**src/rtl/cc_eval_pkg.sv**
```systemverilog
package cc_eval_pkg;

   localparam int unsigned CODE_W    = 4;
   localparam int unsigned NUM_PAIRS = 7;
   localparam int unsigned NUM_CODES = 1 << CODE_W;

   typedef struct packed {
      logic neg;
      logic zero;
      logic carry;
      logic ovf;
   } cc_flags_t;

   // Only the even member of each pair is named; the odd one is its inverse.
   typedef enum logic [CODE_W-1:0] {
      CC_ZSET   = 4'h0,
      CC_CSET   = 4'h2,
      CC_NSET   = 4'h4,
      CC_VSET   = 4'h6,
      CC_UHIGH  = 4'h8,
      CC_SGE    = 4'hA,
      CC_SGT    = 4'hC,
      CC_ALWAYS = 4'hE,
      CC_RSVD   = 4'hF
   } cc_code_e;

endpackage

```
**src/rtl/cc_flag_pick.sv**
```systemverilog
module cc_flag_pick
   import cc_eval_pkg::*;
#(
   parameter int unsigned STATUS_W = 32,
   parameter int unsigned N_POS    = 31,
   parameter int unsigned Z_POS    = 30,
   parameter int unsigned C_POS    = 29,
   parameter int unsigned V_POS    = 28
) (
   input  logic [STATUS_W-1:0] status,
   output cc_flags_t           flags
);

   if (N_POS >= STATUS_W || Z_POS >= STATUS_W ||
       C_POS >= STATUS_W || V_POS >= STATUS_W) begin : g_bad_pos
      $error("cc_flag_pick: flag position outside status word");
   end

   always_comb begin
      flags.neg   = status[N_POS];
      flags.zero  = status[Z_POS];
      flags.carry = status[C_POS];
      flags.ovf   = status[V_POS];
   end

endmodule

```
**src/rtl/cc_pair_tests.sv**
```systemverilog
module cc_pair_tests
   import cc_eval_pkg::*;
(
   input  cc_flags_t              flags,
   output logic [NUM_PAIRS-1:0]   base
);

   logic sign_match;

   always_comb begin
      sign_match = ~(flags.neg ^ flags.ovf);
      base[0] = flags.zero;                      // equal
      base[1] = flags.carry;                     // carry set
      base[2] = flags.neg;                       // negative
      base[3] = flags.ovf;                       // overflow
      base[4] = flags.carry & ~flags.zero;       // unsigned higher
      base[5] = sign_match;                      // signed >=
      base[6] = sign_match & ~flags.zero;        // signed >
   end

endmodule

```
**src/rtl/cc_code_select.sv**
```systemverilog
module cc_code_select
   import cc_eval_pkg::*;
#(
   parameter logic [CODE_W-1:0] ALWAYS_CODE  = 4'hE,
   parameter logic [CODE_W-1:0] RESERVED_CODE = 4'hF,
   parameter int unsigned       SELECT_STYLE = 0   // 0: indexed pair vector, 1: case decode
) (
   input  logic [CODE_W-1:0]    code,
   input  logic [NUM_PAIRS-1:0] base,
   output logic                 exec,
   output logic                 undef
);

   localparam int unsigned PAIR_IDX_W = CODE_W - 1;

   if (ALWAYS_CODE == RESERVED_CODE) begin : g_bad_codes
      $error("cc_code_select: always and reserved codes must differ");
   end
   if (SELECT_STYLE > 1) begin : g_bad_style
      $error("cc_code_select: SELECT_STYLE must be 0 or 1");
   end

   logic is_always;
   logic is_rsvd;

   always_comb begin
      is_always = (code == ALWAYS_CODE);
      is_rsvd   = (code == RESERVED_CODE);
   end

   if (SELECT_STYLE == 0) begin : g_indexed
      logic [NUM_CODES-1:0] hit;
      for (genvar k = 0; k < NUM_PAIRS; k++) begin : g_pair
         assign hit[2*k]     =  base[k];
         assign hit[2*k + 1] = ~base[k];
      end
      assign hit[NUM_CODES-2] = 1'b1;
      assign hit[NUM_CODES-1] = 1'b0;

      always_comb begin
         exec  = is_always | (~is_rsvd & hit[code]);
         undef = is_rsvd;
      end
   end else begin : g_decode
      logic [PAIR_IDX_W-1:0] pair_idx;
      logic                  pair_val;
      always_comb begin
         pair_idx = code[CODE_W-1:1];
         pair_val = 1'b0;
         case (pair_idx)
            3'd0:    pair_val = base[0];
            3'd1:    pair_val = base[1];
            3'd2:    pair_val = base[2];
            3'd3:    pair_val = base[3];
            3'd4:    pair_val = base[4];
            3'd5:    pair_val = base[5];
            3'd6:    pair_val = base[6];
            default: pair_val = 1'b0;
         endcase
         if (is_rsvd) begin
            exec = 1'b0;
         end else if (is_always) begin
            exec = 1'b1;
         end else begin
            exec = pair_val ^ code[0];
         end
         undef = is_rsvd;
      end
   end

   always_comb begin
      if (code == RESERVED_CODE) begin
         p_reserved_blocks_r11: assert (undef && !exec)
            else $error("reserved code did not raise undef with exec low");
      end
      if (code == ALWAYS_CODE) begin
         p_always_runs_r10: assert (exec && !undef)
            else $error("always code did not execute");
      end
   end

endmodule

```
**src/rtl/cond_exec_gate.sv**
```systemverilog
module cond_exec_gate
   import cc_eval_pkg::*;
#(
   parameter int unsigned INSTR_W      = 32,
   parameter int unsigned STATUS_W     = 32,
   parameter int unsigned CODE_MSB     = 31,
   parameter int unsigned N_POS        = 31,
   parameter int unsigned Z_POS        = 30,
   parameter int unsigned C_POS        = 29,
   parameter int unsigned V_POS        = 28,
   parameter int unsigned SELECT_STYLE = 0
) (
   input  logic [INSTR_W-1:0]  instr_word,
   input  logic [STATUS_W-1:0] status_word,
   output logic                exec_en,
   output logic                undef_instr
);

   localparam int unsigned CODE_LSB = CODE_MSB - CODE_W + 1;

   if (CODE_MSB >= INSTR_W || CODE_MSB + 1 < CODE_W) begin : g_bad_field
      $error("cond_exec_gate: condition field outside instruction word");
   end

   logic [CODE_W-1:0]    code;
   cc_flags_t            flags;
   logic [NUM_PAIRS-1:0] base;

   assign code = instr_word[CODE_MSB:CODE_LSB];

   cc_flag_pick #(
      .STATUS_W (STATUS_W),
      .N_POS    (N_POS),
      .Z_POS    (Z_POS),
      .C_POS    (C_POS),
      .V_POS    (V_POS)
   ) u_flags (
      .status (status_word),
      .flags  (flags)
   );

   cc_pair_tests u_tests (
      .flags (flags),
      .base  (base)
   );

   cc_code_select #(
      .ALWAYS_CODE   (CC_ALWAYS),
      .RESERVED_CODE (CC_RSVD),
      .SELECT_STYLE  (SELECT_STYLE)
   ) u_sel (
      .code  (code),
      .base  (base),
      .exec  (exec_en),
      .undef (undef_instr)
   );

   always_comb begin
      p_undef_excl_r11: assert (!(undef_instr && exec_en))
         else $error("undef and exec both high");
      if (code != CC_RSVD) begin
         p_no_undef_r12: assert (!undef_instr)
            else $error("undef raised for a defined code");
      end
      if (code == CC_ZSET) begin
         p_eq_tracks_z_r3: assert (exec_en == status_word[Z_POS])
            else $error("equal code does not follow zero flag");
      end
      if (code == CC_SGE) begin
         p_ge_tracks_nv_r8: assert (exec_en == (status_word[N_POS] == status_word[V_POS]))
            else $error("signed >= code does not follow N and V");
      end
   end

endmodule

```
**config.mk**
```make
export PLATFORM = sky130hd
export DESIGN_NAME = cond_exec_gate
export DESIGN_NICKNAME = d
export VERILOG_FILES = /design/src/rtl/cc_eval_pkg.sv /design/src/rtl/cc_flag_pick.sv /design/src/rtl/cc_pair_tests.sv /design/src/rtl/cc_code_select.sv /design/src/rtl/cond_exec_gate.sv
export SDC_FILE = /design/constraint.sdc
export NUM_CORES = 1
export LEC_CHECK = 0
export BUFFER_PORTS_ARGS = -buffer_cell sky130_fd_sc_hd__buf_2
export CAP_MARGIN = 30
export CELL_PAD_IN_SITES_DETAIL_PLACEMENT = 2
export CELL_PAD_IN_SITES_GLOBAL_PLACEMENT = 2
export CORE_AREA = 8 8 45 47
export DETAILED_ROUTE_END_ITERATION = 10
export DIE_AREA = 0 0 53 55
export PLACE_DENSITY = 0.95
export SYNTH_ARGS = -nofsm -noshare
export SYNTH_HDL_FRONTEND = slang
export SYNTH_SLANG_ARGS = --single-unit
```
**constraint.sdc**
```tcl
create_clock -name vclk -period 0.8
set_input_delay 0.08 -clock vclk [all_inputs]
set_output_delay 0.08 -clock vclk [all_outputs]
set_load 0.02 [all_outputs]
```
Word-level counts from Yosys, hierarchy flattened
Cells that the tools add are included.
W data, S select, Z words.
- register bits after elaboration: 0
- bits of input ports: 64
- output and inout bits: 2
- word-level logic and storage cells: 18
- $lt $le $gt $ge: 1
- equality and inequality tests: 2
- mux-type cells: 2
- bitwise logic cells: 13
- operator list (operator ; count):
    $eq A4 B4 Y1 const B ; 2
    $not A1 Y1 ; 8
    $lt A4 B5 Y1 const B ; 1
    $bmux W1 S4 ; 1
    $and A1 B1 Y1 ; 3
    $mux W1 ; 1
    $or A1 B1 Y1 ; 1
    $xor A1 B1 Y1 ; 1

Longest topological paths before layout
Gate-level depths: netlist (run 1).
- depth in word-level cells: 8
- mapped depth: 4

Modules after synthesis
From an unflattened synthesis (run 1), not the netlist that was laid out.
- cells, all modules: 19
- area, all modules: 166.4 um^2
- by module, submodules not included (module ; times used ; cells an instance ; area an instance (um^2) ; seq. area each (um^2)):
    cc_code_select ; 1 ; 7 ; 75.1 ; 0.0
    cc_pair_tests ; 1 ; 8 ; 61.3 ; 0.0
    cc_flag_pick ; 1 ; 4 ; 30.0 ; 0.0

Least setup slack after synthesis (run 1)
Ideal clock, no wire load.
- kind: input to output
- start point: input port instr_word[29]
- end point: output port exec_en
- data arrival time: 0.836 ns
- data required time: 0.720 ns
- setup slack: -0.116 ns
- stages on the path: 4
- path through: mux2i_1 -> nor3_1 -> a311oi_1 -> xnor2_1
- cells in the longest elaborated chain, start to end: 4
- elaborated cells on any way between the ends: 7
- ends and longest elaborated chain (what ; RTL line ; text):
    start: declaration ; cond_exec_gate.sv:13 ; input logic [INSTR_W-1:0] instr_word,
    $bmux W1 S4 / $eq A4 B4 Y1 (equally long branches) ; cc_code_select.sv:41, cc_code_select.sv:28 ;
    $mux W1 (not written as such) / $not A1 Y1 (equally long branches) ; cc_code_select.sv:41 ; exec = is_always | (~is_rsvd & hit[code]);
    $and A1 B1 Y1 ; cc_code_select.sv:41 ;
    $or A1 B1 Y1 (*) ; cc_code_select.sv:41 ;
    end: declaration ; cond_exec_gate.sv:15 ; output logic exec_en,
Mark *: on every way between the ends. The rest lies on a longest branch, timed or not. The select of a mux whose other input is x is not followed.

Worst setup path after layout (run 1)
Ends and elaborated chain as after synthesis.

==> flow_metrics.env, run 1 <==
export IMPL_status="complete, but fails checks"
export IMPL_violations="setup timing"
export IMPL_vias_per_cell=3.55
export IMPL_slowest_delay_ns=0.26
export IMPL_seq_cell_count=0
export IMPL_fin_crit_sh_pct=137
export IMPL_crit_arrival_ns=1.01
export IMPL_tightest_slew_ns=0.240
export IMPL_drv_slew=0
export IMPL_cp_required_ns=0.72
export IMPL_crit_fanout=5
export IMPL_p_leak_nw=0.0844
export IMPL_max_clock_freq_mhz=914
export IMPL_crit_path_start="instr_word[29]"
export IMPL_synth_cell_type_count=10
export IMPL_setup_ws_ns=-0.294
export IMPL_grt_pass1_wl_um=621
export IMPL_final_common_cell="buf_2"
export IMPL_hold_viol=0
export IMPL_synth_fp_nets=76
export IMPL_p_seq_share_pct=0
export IMPL_combPwrFrac_pct=100.0
export IMPL_yosysWarnings=0
export IMPL_die_area_sq_mm=0.00292
export IMPL_p_switching_mw=0.0531
export IMPL_final_area_sq_um=184
export IMPL_layout_nets=88
export IMPL_p_int_mw=0.0588
export IMPL_area_growth_pct=98.6
export IMPL_setup_violations=1
export IMPL_post_route_util_pct=13.3
export IMPL_start_util_pct=6.69
export IMPL_worst_path_max_delay_cell="a311oi_2"
export IMPL_syn_inst=12
export IMPL_worstSetupPathType="in -> out"
export IMPL_wire_per_inst_um=10.9
export IMPL_place_area_sq_um=163
export IMPL_first_iter_violations=1
export IMPL_antenna_cells=0
export IMPL_rows=14
export IMPL_clock_buffers=0
export IMPL_portBuffers=10
export IMPL_clockPowerShare_pct=0
export IMPL_netSwitchingFraction_pct=47.4
export IMPL_antenna_found_initial=0
export IMPL_ant_nets=0
export IMPL_gr_total_overflow=0
export IMPL_yosysSeqAreaShare_pct=0
export IMPL_cap_viol_max_count=0
export IMPL_synthesis_area_sq_um=92.6
export IMPL_place_congestion=0.628
export IMPL_grt_max_degree=6
export IMPL_relSlewSlack_pct=84.0
export IMPL_hold_path_class="in -> out"
export IMPL_wirelength_um=416
export IMPL_firstDrtPassIters=2
export IMPL_end_kind="primary output"
export IMPL_final_cell_mix="7 x buf_2, 2 x xor2_1, 2 x mux2i_1, 2 x buf_4"
export IMPL_design_core_area_sq_mm=0.00138
export IMPL_die_h_um=55
export IMPL_cp_cell_sequence="buf_8, mux2i_1, nor3b_1, a311oi_2, xnor2_1, buf_4"
export IMPL_critPathCapture="exec_en"
export IMPL_post_place_ws_ns=-0.412
export IMPL_rsz0062_at_grt="true"
export IMPL_num_fill_cells=171
export IMPL_seq_area_sq_um=0
export IMPL_drive_gt1_share_pct=54.5
export IMPL_io_pin_count=66
export IMPL_period_needed_ns=1.09
export IMPL_grt_pass1_vias=150
export IMPL_chipWidth_um=53
export IMPL_critical_path_startpoint_type="input pin"
export IMPL_grt_util_all_layers_pct=2.62
export IMPL_drc=0
export IMPL_cts_setup_buffers=0
export IMPL_p_per_area_mw_per_mm2=608
export IMPL_ir_drop_mv=0.0714
export IMPL_syn_avg_cell_area_sq_um=7.72
export IMPL_vias=135
[critical path: cells and delay by family]
kind	cells	cell delay, ns
mux	1	0.20
simple gates	1	0.08
compound gates	1	0.26
xor+xnor	1	0.15
buf+inv	2	0.25
[cell type report]
type                            instances  area, sq um  share of cell area [%]
Tap cell                               16         20.0                    10.9
Multi-Input combinational cell         12         98.8                    53.7
Timing Repair Buffer                   10         65.1                    35.4
[synth_stat cells]
cell type / count / area [sq um]
nor3b_1: 1 / 7.51
and4_2: 1 / 10.0
mux2i_1: 2 / 20.0
a311oi_1: 1 / 8.76
o21bai_1: 1 / 7.51
xnor2_1: 1 / 8.76
nor2_1: 1 / 3.75
nor3_1: 1 / 5.00
xor2_1: 2 / 17.5
nand2_1: 1 / 3.75
[power by group through the flow]
stage / clock network [mW] / logic [mW] / registers (mW)
final: 0 / 0.112 / 0
after global routing: 0 / 0.123 / 0
after CTS: 0 / 0.107 / 0
after detailed placement: 0 / 0.0962 / 0
after global placement: 0 / 0.0920 / 0
after floorplan: 0 / 0.0490 / 0
[routing by layer]
metal | part of all wire, % | global-route usage (%)
met3 | 13 | 1.34
met5 | 0 | 0
met1 | 34 | 2.11
met2 | 53 | 5.66
met4 | 0 | 0
[what timing repair did]
item	4_1_cts	5_1_grt
gates resized for setup	4	2
endpoints found under the setup margin	1	1
hold buffers	0	0
cloned	0	0
pin swaps	3	4
[stage by stage]
step | std cells | TNS, ns | power, mW | hold WS, ns
floorplan | 12 | -0.116 | 0.0490 | 0.288
global placement | 38 | -0.366 | 0.0920 | 0.456
detailed placement | 38 | -0.412 | 0.0962 | 0.462
CTS | 38 | -0.361 | 0.107 | 0.475
global route | 38 | -0.349 | 0.123 | 0.492
finish | 38 | -0.294 | 0.112 | 0.459
[cell families after synthesis]
logic type | after synthesis | synth area share (%)
xor+xnor | 3 | 28.4
simple gates | 5 | 32.4
compound gates | 2 | 17.6
mux | 2 | 21.6
[how the worst min path moves through the flow]
stage,start,end,slack [ns],cells after the start
3_5_place_dp,instr_word[28],exec_en,0.46,3
5_1_grt,instr_word[28],exec_en,0.49,3
6_report,instr_word[28],exec_en,0.46,3
4_1_cts,instr_word[28],exec_en,0.48,3
2_1_floorplan,instr_word[28],exec_en,0.29,1
3_3_place_gp,instr_word[28],exec_en,0.46,3
No activity file was read; power rests on OpenSTA's default activity.
==> run 2, diff against run 1 <==
- GPL_TIMING_DRIVEN: default -> 0
==> flow_metrics.env, run 2 (synthesis results as in run 1) <==
export IMPL_drc=0
export IMPL_hold_ws_ns=0.465
export IMPL_place_congestion=0.632
export IMPL_vias=133
export IMPL_p_per_area_mw_per_mm2=614
export IMPL_wire_per_inst_um=11.4
export IMPL_seq_cell_count=0
export IMPL_ir_drop_mv=0.107
export IMPL_grt_util_all_layers_pct=2.94
export IMPL_cp_cell_sequence="buf_8, mux2i_1, nor3b_1, a311oi_2, xnor2_1, buf_4"
export IMPL_grt_pass1_wl_um=662
export IMPL_ant_nets=0
export IMPL_relSlewSlack_pct=83.4
export IMPL_multi_input_area_sq_um=98.8
export IMPL_cp_required_ns=0.72
export IMPL_layout_nets=88
export IMPL_worstSetupPathType="in -> out"
export IMPL_vias_per_cell=3.50
export IMPL_grt_pass1_vias=166
export IMPL_setup_ws_ns=-0.287
export IMPL_die_h_um=55
export IMPL_grt_max_degree=6
export IMPL_worst_path_max_delay_cell="a311oi_2"
export IMPL_drive_gt1_share_pct=54.5
export IMPL_cts_setup_buffers=0
export IMPL_chipWidth_um=53
export IMPL_gr_total_overflow=0
export IMPL_area_growth_pct=109
export IMPL_hold_path_class="in -> out"
export IMPL_antenna_found_initial=0
export IMPL_portBuffers=10
export IMPL_slowest_delay_ns=0.26
export IMPL_start_util_pct=6.69
export IMPL_period_needed_ns=1.09
export IMPL_antenna_cells=0
export IMPL_hold_viol=0
export IMPL_hold_buffers=0
export IMPL_cp_top_family="compound AO/OA/AOI/OAI gates"
export IMPL_clock_buffers=0
export IMPL_post_route_util_pct=14.0
export IMPL_max_clock_freq_mhz=920
export IMPL_design_core_area_sq_mm=0.00138
export IMPL_crit_path_start="instr_word[29]"
export IMPL_seq_area_sq_um=0
export IMPL_io_pin_count=66
export IMPL_critPathCapture="exec_en"
export IMPL_rsz0062_at_grt="true"
export IMPL_firstDrtPassIters=1
export IMPL_crit_arrival_ns=1.01
export IMPL_violations="setup timing"
export IMPL_dp_cells=38
export IMPL_wirelength_um=434
export IMPL_first_iter_violations=0
export IMPL_min_from="instr_word[28]"
export IMPL_critical_path_startpoint_type="input pin"
export IMPL_final_common_cell="buf_2"
export IMPL_setup_violations=1
export IMPL_final_cell_mix="6 x buf_2, 2 x xor2_1, 2 x mux2i_1, 2 x buf_6"
export IMPL_crit_fanout=5
export IMPL_fin_crit_sh_pct=136
export IMPL_rows=14
export IMPL_num_fill_cells=163
export IMPL_p_leak_nw=0.0878
export IMPL_status="complete, but fails checks"
export IMPL_path_depth=6
export IMPL_drv_slew=0
export IMPL_cap_viol_max_count=0
export IMPL_final_cells=38
export IMPL_end_kind="primary output"
export IMPL_die_area_sq_mm=0.00292
export IMPL_tightest_slew_ns=0.248
export IMPL_cp_buffers_inverters=2
run 2: cell counts in the layout (fill, tap and decap cells not counted):
Identical to the previous run, type by type.
run 2: what timing repair did:
item                                    4_1_cts  5_1_grt
pin swaps                                     4        2
gates cloned                                  0        0
gates resized for setup                       8        0
endpoints found under the setup margin        1        1
run 2: routing by layer:
metal / track usage, % / share of wire (%)
met5: 0 / 0
met4: 0 / 0
met3: 0.802 / 11
met2: 7.03 / 58
met1: 2.26 / 31
run 2: per-stage QoR:
step | setup slack, ns | instance area (sq um) | total power, mW | TNS (ns)
5_1_grt | -0.378 | 194 | 0.129 | -0.378
4_1_cts | -0.330 | 194 | 0.120 | -0.330
3_3_place_gp | -0.389 | 163 | 0.0912 | -0.389
3_5_place_dp | -0.451 | 163 | 0.0983 | -0.451
6_report | -0.287 | 194 | 0.119 | -0.287
2_1_floorplan | -0.116 | 92.6 | 0.0490 | -0.116
run 2: layout make-up:
| type | instances | share of cell area, % |
|---|---|---|
| Tap cell | 16 | 10.3 |
| Multi-Input combinational cell | 12 | 51.0 |
| Timing Repair Buffer | 10 | 38.7 |
run 2: report_power, final:
part | total, mW | switching, mW | internal (mW) | leakage, nW
registers | 0 | 0 | 0 | 0
clock network | 0 | 0 | 0 | 0
logic | 0.119 | 0.0556 | 0.0634 | 0.0878
run 2: worst min path at each step:
stage | end | cells past startpoint
2_1_floorplan | exec_en | 1
3_3_place_gp | exec_en | 3
3_5_place_dp | exec_en | 3
4_1_cts | exec_en | 3
5_1_grt | exec_en | 3
6_report | exec_en | 3
run 2: worst min-delay path, delay by kind of cell:
family,cells,cell delay [ns]
buffers and inverters,2,0.24
XOR/XNOR,1,0.06
